### src/rtl/spi_dr_pkg.sv
package spi_dr_pkg;
  typedef enum logic [1:0] {
    REG_DATA = 2'd0,
    REG_STAT = 2'd1,
    REG_DIV  = 2'd2,
    REG_RSVD = 2'd3
  } reg_sel_e;

  localparam int unsigned STAT_BUSY_BIT = 0;
endpackage

### src/rtl/spi_clk_div.sv
module spi_clk_div #(
  parameter int unsigned EXP_W = 3
) (
  input  logic             clk_i,
  input  logic             rst_ni,
  input  logic             run_i,
  input  logic [EXP_W-1:0] exp_i,
  output logic             tick_o
);
  localparam int unsigned MAX_EXP = (1 << EXP_W) - 1;
  localparam int unsigned CNT_W   = MAX_EXP + 1;

  logic [CNT_W-1:0] cnt_q;
  logic [CNT_W-1:0] half_m1;

  assign half_m1 = (CNT_W'(1) << exp_i) - CNT_W'(1);
  assign tick_o  = run_i && (cnt_q >= half_m1);

  always_ff @(posedge clk_i or negedge rst_ni) begin
    if (!rst_ni)               cnt_q <= '0;
    else if (!run_i || tick_o) cnt_q <= '0;
    else                       cnt_q <= cnt_q + CNT_W'(1);
  end

  // consecutive ticks only when the half period is a single clock
  assert_tick_gap_R9: assert property (@(posedge clk_i) disable iff (!rst_ni)
    (tick_o && exp_i != '0) |=> (!tick_o || exp_i != $past(exp_i)));
endmodule

### src/rtl/spi_shift_eng.sv
module spi_shift_eng #(
  parameter int unsigned DATA_W = 8
) (
  input  logic              clk_i,
  input  logic              rst_ni,
  input  logic              start_i,
  input  logic [DATA_W-1:0] tx_i,
  input  logic              tick_i,
  input  logic              miso_i,
  output logic              active_o,
  output logic              sck_o,
  output logic              mosi_o,
  output logic              ss_no,
  output logic              done_o,
  output logic [DATA_W-1:0] rx_o
);
  localparam int unsigned PH_N = 2 * DATA_W;
  localparam int unsigned PH_W = $clog2(PH_N);
  localparam logic [PH_W-1:0] PH_LAST = PH_W'(PH_N - 1);

  logic              active_q, sck_q;
  logic [DATA_W-1:0] tx_sh_q, rx_sh_q;
  logic [PH_W-1:0]   ph_q;

  always_ff @(posedge clk_i or negedge rst_ni) begin
    if (!rst_ni) begin
      active_q <= 1'b0;
      sck_q    <= 1'b0;
      tx_sh_q  <= '0;
      rx_sh_q  <= '0;
      ph_q     <= '0;
    end else if (start_i && !active_q) begin
      active_q <= 1'b1;
      sck_q    <= 1'b0;
      tx_sh_q  <= tx_i;
      ph_q     <= '0;
    end else if (active_q && tick_i) begin
      ph_q <= ph_q + 1'b1;
      if (!sck_q) begin
        sck_q   <= 1'b1;
        rx_sh_q <= {rx_sh_q[DATA_W-2:0], miso_i};
      end else begin
        sck_q   <= 1'b0;
        tx_sh_q <= {tx_sh_q[DATA_W-2:0], 1'b0};
        if (ph_q == PH_LAST) active_q <= 1'b0;
      end
    end
  end

  assign active_o = active_q;
  assign sck_o    = sck_q;
  assign mosi_o   = tx_sh_q[DATA_W-1];
  assign ss_no    = ~active_q;
  assign done_o   = active_q && tick_i && sck_q && (ph_q == PH_LAST);
  assign rx_o     = rx_sh_q;

  assert_sck_idle_low_R2: assert property (@(posedge clk_i) disable iff (!rst_ni)
    !active_q |-> !sck_q);

  assert_mosi_on_fall_R2: assert property (@(posedge clk_i) disable iff (!rst_ni)
    (active_q && $past(active_q) && (mosi_o != $past(mosi_o))) |-> $fell(sck_q));
endmodule

### src/rtl/spi_reg_if.sv
module spi_reg_if
  import spi_dr_pkg::*;
#(
  parameter int unsigned DATA_W = 8,
  parameter int unsigned EXP_W  = 3
) (
  input  logic              clk_i,
  input  logic              rst_ni,
  input  logic              sel_i,
  input  logic              wr_i,
  input  logic [1:0]        addr_i,
  input  logic [DATA_W-1:0] wdata_i,
  output logic [DATA_W-1:0] rdata_o,
  input  logic              active_i,
  input  logic              done_i,
  input  logic [DATA_W-1:0] rx_i,
  output logic              start_o,
  output logic [DATA_W-1:0] tx_o,
  output logic [EXP_W-1:0]  exp_o,
  output logic              done_o
);
  logic              done_q, done_arm_q, clash_q, clash_arm_q;
  logic [DATA_W-1:0] rx_buf_q;
  logic [EXP_W-1:0]  exp_q;
  logic              data_acc, data_wr, stat_rd, div_wr;
  logic [DATA_W-1:0] stat_vec;

  assign data_acc = sel_i && (addr_i == REG_DATA);
  assign data_wr  = data_acc && wr_i;
  assign stat_rd  = sel_i && !wr_i && (addr_i == REG_STAT);
  assign div_wr   = sel_i && wr_i && (addr_i == REG_DIV);

  assign start_o = data_wr && !active_i;
  assign tx_o    = wdata_i;

  always_ff @(posedge clk_i or negedge rst_ni) begin
    if (!rst_ni) begin
      done_q      <= 1'b0;
      done_arm_q  <= 1'b0;
      clash_q     <= 1'b0;
      clash_arm_q <= 1'b0;
      rx_buf_q    <= '0;
      exp_q       <= '0;
    end else begin
      if (div_wr) exp_q <= wdata_i[EXP_W-1:0];
      // overrun: keep first unread byte
      if (done_i && !done_q) rx_buf_q <= rx_i;

      if (done_i)                        done_q <= 1'b1;
      else if (data_acc && done_arm_q)   done_q <= 1'b0;
      if (data_acc)                      done_arm_q <= 1'b0;
      else if (stat_rd && done_q)        done_arm_q <= 1'b1;

      if (data_wr && active_i)           clash_q <= 1'b1;
      else if (data_acc && clash_arm_q)  clash_q <= 1'b0;
      if (data_acc)                      clash_arm_q <= 1'b0;
      else if (stat_rd && clash_q)       clash_arm_q <= 1'b1;
    end
  end

  always_comb begin
    stat_vec                = '0;
    stat_vec[DATA_W-1]      = done_q;
    stat_vec[DATA_W-2]      = clash_q;
    stat_vec[STAT_BUSY_BIT] = active_i;
  end

  always_comb begin
    unique case (addr_i)
      REG_DATA: rdata_o = rx_buf_q;
      REG_STAT: rdata_o = stat_vec;
      REG_DIV:  rdata_o = DATA_W'(exp_q);
      default:  rdata_o = '0;
    endcase
  end

  assign exp_o  = exp_q;
  assign done_o = done_q;

  assert_clash_on_busy_write_R5: assert property (@(posedge clk_i) disable iff (!rst_ni)
    (data_wr && active_i) |=> clash_q);

  assert_overrun_hold_R6: assert property (@(posedge clk_i) disable iff (!rst_ni)
    (done_i && done_q) |=> $stable(rx_buf_q));

  assert_done_from_engine_R4: assert property (@(posedge clk_i) disable iff (!rst_ni)
    $rose(done_q) |-> $past(done_i));

  assert_done_clear_armed_R7: assert property (@(posedge clk_i) disable iff (!rst_ni)
    $fell(done_q) |-> $past(done_arm_q));

  assert_clash_clear_armed_R8: assert property (@(posedge clk_i) disable iff (!rst_ni)
    $fell(clash_q) |-> $past(clash_arm_q));
endmodule

### src/rtl/spi_byte_master.sv
module spi_byte_master #(
  parameter int unsigned DATA_W = 8,
  parameter int unsigned EXP_W  = 3
) (
  input  logic              clk_i,
  input  logic              rst_ni,
  input  logic              bus_sel_i,
  input  logic              bus_wr_i,
  input  logic [1:0]        bus_addr_i,
  input  logic [DATA_W-1:0] bus_wdata_i,
  output logic [DATA_W-1:0] bus_rdata_o,
  output logic              irq_o,
  output logic              sck_o,
  output logic              mosi_o,
  output logic              ss_no,
  input  logic              miso_i
);
  logic              start, active, tick, done_pulse;
  logic [DATA_W-1:0] tx_byte, rx_byte;
  logic [EXP_W-1:0]  div_exp;

  spi_reg_if #(.DATA_W(DATA_W), .EXP_W(EXP_W)) u_regs (
    .clk_i    (clk_i),
    .rst_ni   (rst_ni),
    .sel_i    (bus_sel_i),
    .wr_i     (bus_wr_i),
    .addr_i   (bus_addr_i),
    .wdata_i  (bus_wdata_i),
    .rdata_o  (bus_rdata_o),
    .active_i (active),
    .done_i   (done_pulse),
    .rx_i     (rx_byte),
    .start_o  (start),
    .tx_o     (tx_byte),
    .exp_o    (div_exp),
    .done_o   (irq_o)
  );

  spi_clk_div #(.EXP_W(EXP_W)) u_div (
    .clk_i  (clk_i),
    .rst_ni (rst_ni),
    .run_i  (active),
    .exp_i  (div_exp),
    .tick_o (tick)
  );

  spi_shift_eng #(.DATA_W(DATA_W)) u_eng (
    .clk_i    (clk_i),
    .rst_ni   (rst_ni),
    .start_i  (start),
    .tx_i     (tx_byte),
    .tick_i   (tick),
    .miso_i   (miso_i),
    .active_o (active),
    .sck_o    (sck_o),
    .mosi_o   (mosi_o),
    .ss_no    (ss_no),
    .done_o   (done_pulse),
    .rx_o     (rx_byte)
  );

  assert_ss_low_while_clocking_R2: assert property (@(posedge clk_i) disable iff (!rst_ni)
    sck_o |-> !ss_no);
endmodule

### config.mk
export PLATFORM = sky130hd
export DESIGN_NAME = spi_byte_master
export DESIGN_NICKNAME = d
export VERILOG_FILES = /design/src/rtl/spi_dr_pkg.sv /design/src/rtl/spi_clk_div.sv /design/src/rtl/spi_shift_eng.sv /design/src/rtl/spi_reg_if.sv /design/src/rtl/spi_byte_master.sv
export SDC_FILE = /design/constraint.sdc
export NUM_CORES = 1
export LEC_CHECK = 0
export ABC_AREA = 1
export BUFFER_PORTS_ARGS = -buffer_cell sky130_fd_sc_hd__buf_4
export CAP_MARGIN = 25
export CORE_ASPECT_RATIO = 2
export CORE_MARGIN = 3
export CORE_UTILIZATION = 40
export DETAILED_ROUTE_END_ITERATION = 12
export GPL_TIMING_DRIVEN = 1
export SLEW_MARGIN = 40
export SYNTH_ARGS = -nofsm -noshare
export SYNTH_HDL_FRONTEND = slang
export SYNTH_SLANG_ARGS = --single-unit
### constraint.sdc
create_clock -name clk_i -period 2.5 [get_ports clk_i]
set_clock_uncertainty 0.2 [all_clocks]
set_input_delay 0.5 -clock clk_i [delete_from_list [all_inputs] [get_ports clk_i]]
set_output_delay 0.5 -clock clk_i [all_outputs]
set_load 0.02 [all_outputs]
==> metrics.txt <==
Syn Std Cell Area=2410 sq um; clock slew at reported path FFs=0.06 ns; Post-synth ARST share=1.000; number of synthesized register bits=45; Setup crit end=u_eng.tx_sh_q[0]; final worst path period share=0.8884; Die Ht=115.8 um; Syn Area/Cell=8.426 sq um; Tightest Hold Check Type=input port to asynchronous set/reset pin; Post-synth top flop=dfrtp_1; Worst Path Class, Setup=register to register; Finished Cell Area=2819 sq um; Starting Density=0.4185; peak supply drop=838.8 uV; total power=0.003047 W; Die Area=7049 sq um; Detail Route Antenna Nets=0; Distinct cells, synth=36; root buffer cell=clkbuf_16; worst skew pair latency=0.29 ns; H-tree Lvls=2; Reg area=1126 sq um; Mapped Cells=286; area leader, netlist=dfrtp_1; Critical R2R Launch=u_regs.exp_o[2]; startpoint type of the worst setup path=register; share of layout cells above drive strength 1=0.1841; FILL cells=569; RR Endpoint=u_eng.tx_sh_q[0]; Antenna diodes=0; Slew Limit Fails=0; input/output buffers=26; leading cell types by count after synthesis=nand2_1, dfrtp_1, inv_1, nor2_1, nand3_1; Clock Tree Buf Depth=2; Synth warnings=0; # rows=39; post_cts resized=0; DRT Wirelength=4.726 mm; R2R setup slack=0.28 ns; MaxCap Viol Count=0; CORE AREA=5758 sq um; worst-path fanout max=11; setup TNS=0 ns; largest net degree at the start of global routing=46; first-pass GRT wire length=8.273 mm; via count=1862; power per cell area=1081 nW/um^2; sequential element share of the synthesized area=0.4673; Vias/cell=4.952; vias in the first global route=1898; CTS Sinks=45; top cell type's share of synthesized area=0.4673; nets@finish=339; DR iter-0 viols=74; ranking of synthesized cells by area=dfrtp_1, nand2_1, inv_1; P_leak=1.468 nW; top-count cell post-synth=nand2_1; Tightest Pin Transition=0.5720 ns; Layout area overhead=16.98%; setup violators final=0; run status=finished, final reports clean; CTS tree=done; Fmax=0.4503 GHz; CTS Buf Count=5; minimum clock period=2.221 ns; number of synthesized flops with an enable pin=0; Setup crit end kind=register; Critical path origin=u_regs.exp_o[2]; total track usage=0.1576; Ports=27; Worst Path Required=2.46 ns; DP Wirelength=3.527 mm; TritonRoute pass-1 iters=4; Multi-input gate area=1091 sq um; GR Overflow Total=0; mean routed wirelength per cell=12.57 um; setup bufs post-CTS=0; RSZ-0062 raised after global routing=no; Hold Fails Final Rpt=0; GPL Wtd Cong=0.8106; initial antenna violation count=0; crit path DAT=2.19 ns; Reg2Reg Depth=13; area post-placement=2646 sq um; post-synth net total=311; hold-fix buffers at CTS=0; # DRC=0; relative slew slack=0.6187; DIE WIDTH=60.89 um
==> worst min path at each step <==
stage / startpoint / endpoint / slack (ns) / depth (start not counted)
2_1_floorplan: rst_ni / u_div.cnt_q[0] / 0.004 / 0
3_3_place_gp: u_eng.tx_sh_q[1] / u_eng.tx_sh_q[1] / 0.26 / 2
3_5_place_dp: u_eng.tx_sh_q[6] / u_eng.tx_sh_q[6] / 0.26 / 2
4_1_cts: rst_ni / u_div.cnt_q[5] / 0.03 / 1
5_1_grt: rst_ni / u_div.cnt_q[5] / 0.06 / 1
6_report: rst_ni / u_div.cnt_q[5] / 0.006 / 1
==> flip-flops by register name, indices dropped and copies added, names as in the netlist <==
name                flops
u_div.cnt_q             8
u_eng.sck_o             1
u_eng.tx_sh_q           8
u_eng.active_o          1
u_regs.clash_q          1
u_eng.rx_o              8
u_regs.exp_o            3
u_regs.done_o           1
u_regs.rx_buf_q         8
u_regs.clash_arm_q      1
u_regs.done_arm_q       1
u_eng.ph_q              4
==> final cells by class <==
cell class	count	share of cell area
clock buffer	7	0.05060
tap	61	0.02708
sequential	45	0.3995
timing repair buffer	28	0.07457
inverter	38	0.05060
clock inverter	1	0.01065
multi-input combinational	196	0.3870
==> layout by cell type (no fill, tap or decap), types with 2 or more instances in the layout <==
| cell | count |
|---|---|
| nand2_1 | 72 |
| dfrtp_1 | 45 |
| inv_1 | 34 |
| buf_4 | 28 |
| nor2_1 | 23 |
| nand3_1 | 22 |
| o21ai_0 | 14 |
| ha_1 | 10 |
| o21bai_1 | 8 |
| a21oi_1 | 6 |
| nand2_2 | 5 |
| clkbuf_16 | 5 |
| nor3_1 | 4 |
| o21ai_2 | 4 |
| a21oi_2 | 4 |
| inv_2 | 3 |
| nand3_4 | 3 |
| o21ai_1 | 3 |
| xor2_1 | 2 |
| nand4_1 | 2 |
==> where the power goes <==
| part | switching [W] | total (W) | leakage, nW | internal [W] |
|---|---|---|---|---|
| sequential | 0.000175 | 0.00116 | 0.543 | 0.000987 |
| combinational | 0.000699 | 0.00112 | 0.840 | 0.000424 |
| clock | 0.000262 | 0.000761 | 0.0841 | 0.000499 |
==> per-layer routing <==
metal,GRT usage,routed length [um],up-vias
li1,-,-,972
met5,0,0,-
met4,0.06512,102,0
met1,0.1780,1923,863
met3,0.03790,156,6
met2,0.2738,2544,21
==> cell families (layout without fill, tap and decap cells) <==
| logic type | Yosys count | count (layout) | share of synthesized area |
|---|---|---|---|
| muxes | 1 | 1 | 0.004154 |
| DFF | 45 | 45 | 0.4673 |
| and+or+nand+nor | 137 | 137 | 0.2674 |
| buffers and inverters | 45 | 74 | 0.07995 |
| xor gates and xnor gates | 3 | 3 | 0.01091 |
| adders and majority gates | 10 | 10 | 0.05192 |
| other | 1 | 1 | 0.001556 |
| AOI/OAI and AO/OA | 44 | 44 | 0.1168 |
==> per-stage QoR <==
stage | cells | setup WS (ns) | util | hold WS [ns]
2_1_floorplan | 286 | 0.4931 | - | 0.004409
3_3_place_gp | 368 | 0.3373 | 0.4596 | 0.2603
3_5_place_dp | 368 | 0.2558 | 0.4596 | 0.2599
4_1_cts | 376 | 0.2493 | 0.4896 | 0.03125
5_1_grt | 376 | 0.08502 | 0.4896 | 0.05535
6_report | 376 | 0.2791 | 0.4896 | 0.006079
==> worst max-delay path, cell delays in order, from the launching register on <==
cell and delay (ns):
dfrtp_1 0.46, inv_1 0.10, ha_1 0.31, nand2_1 0.07
nor2_1 0.10, nor2_1 0.04, nand2_1 0.07, nand2_2 0.07
nand2_4 0.11, nand2_2 0.07, nand2_2 0.18, nand2_2 0.16
nand2_1 0.08, o21ai_0 0.08
(Power assumes the default switching activity.)
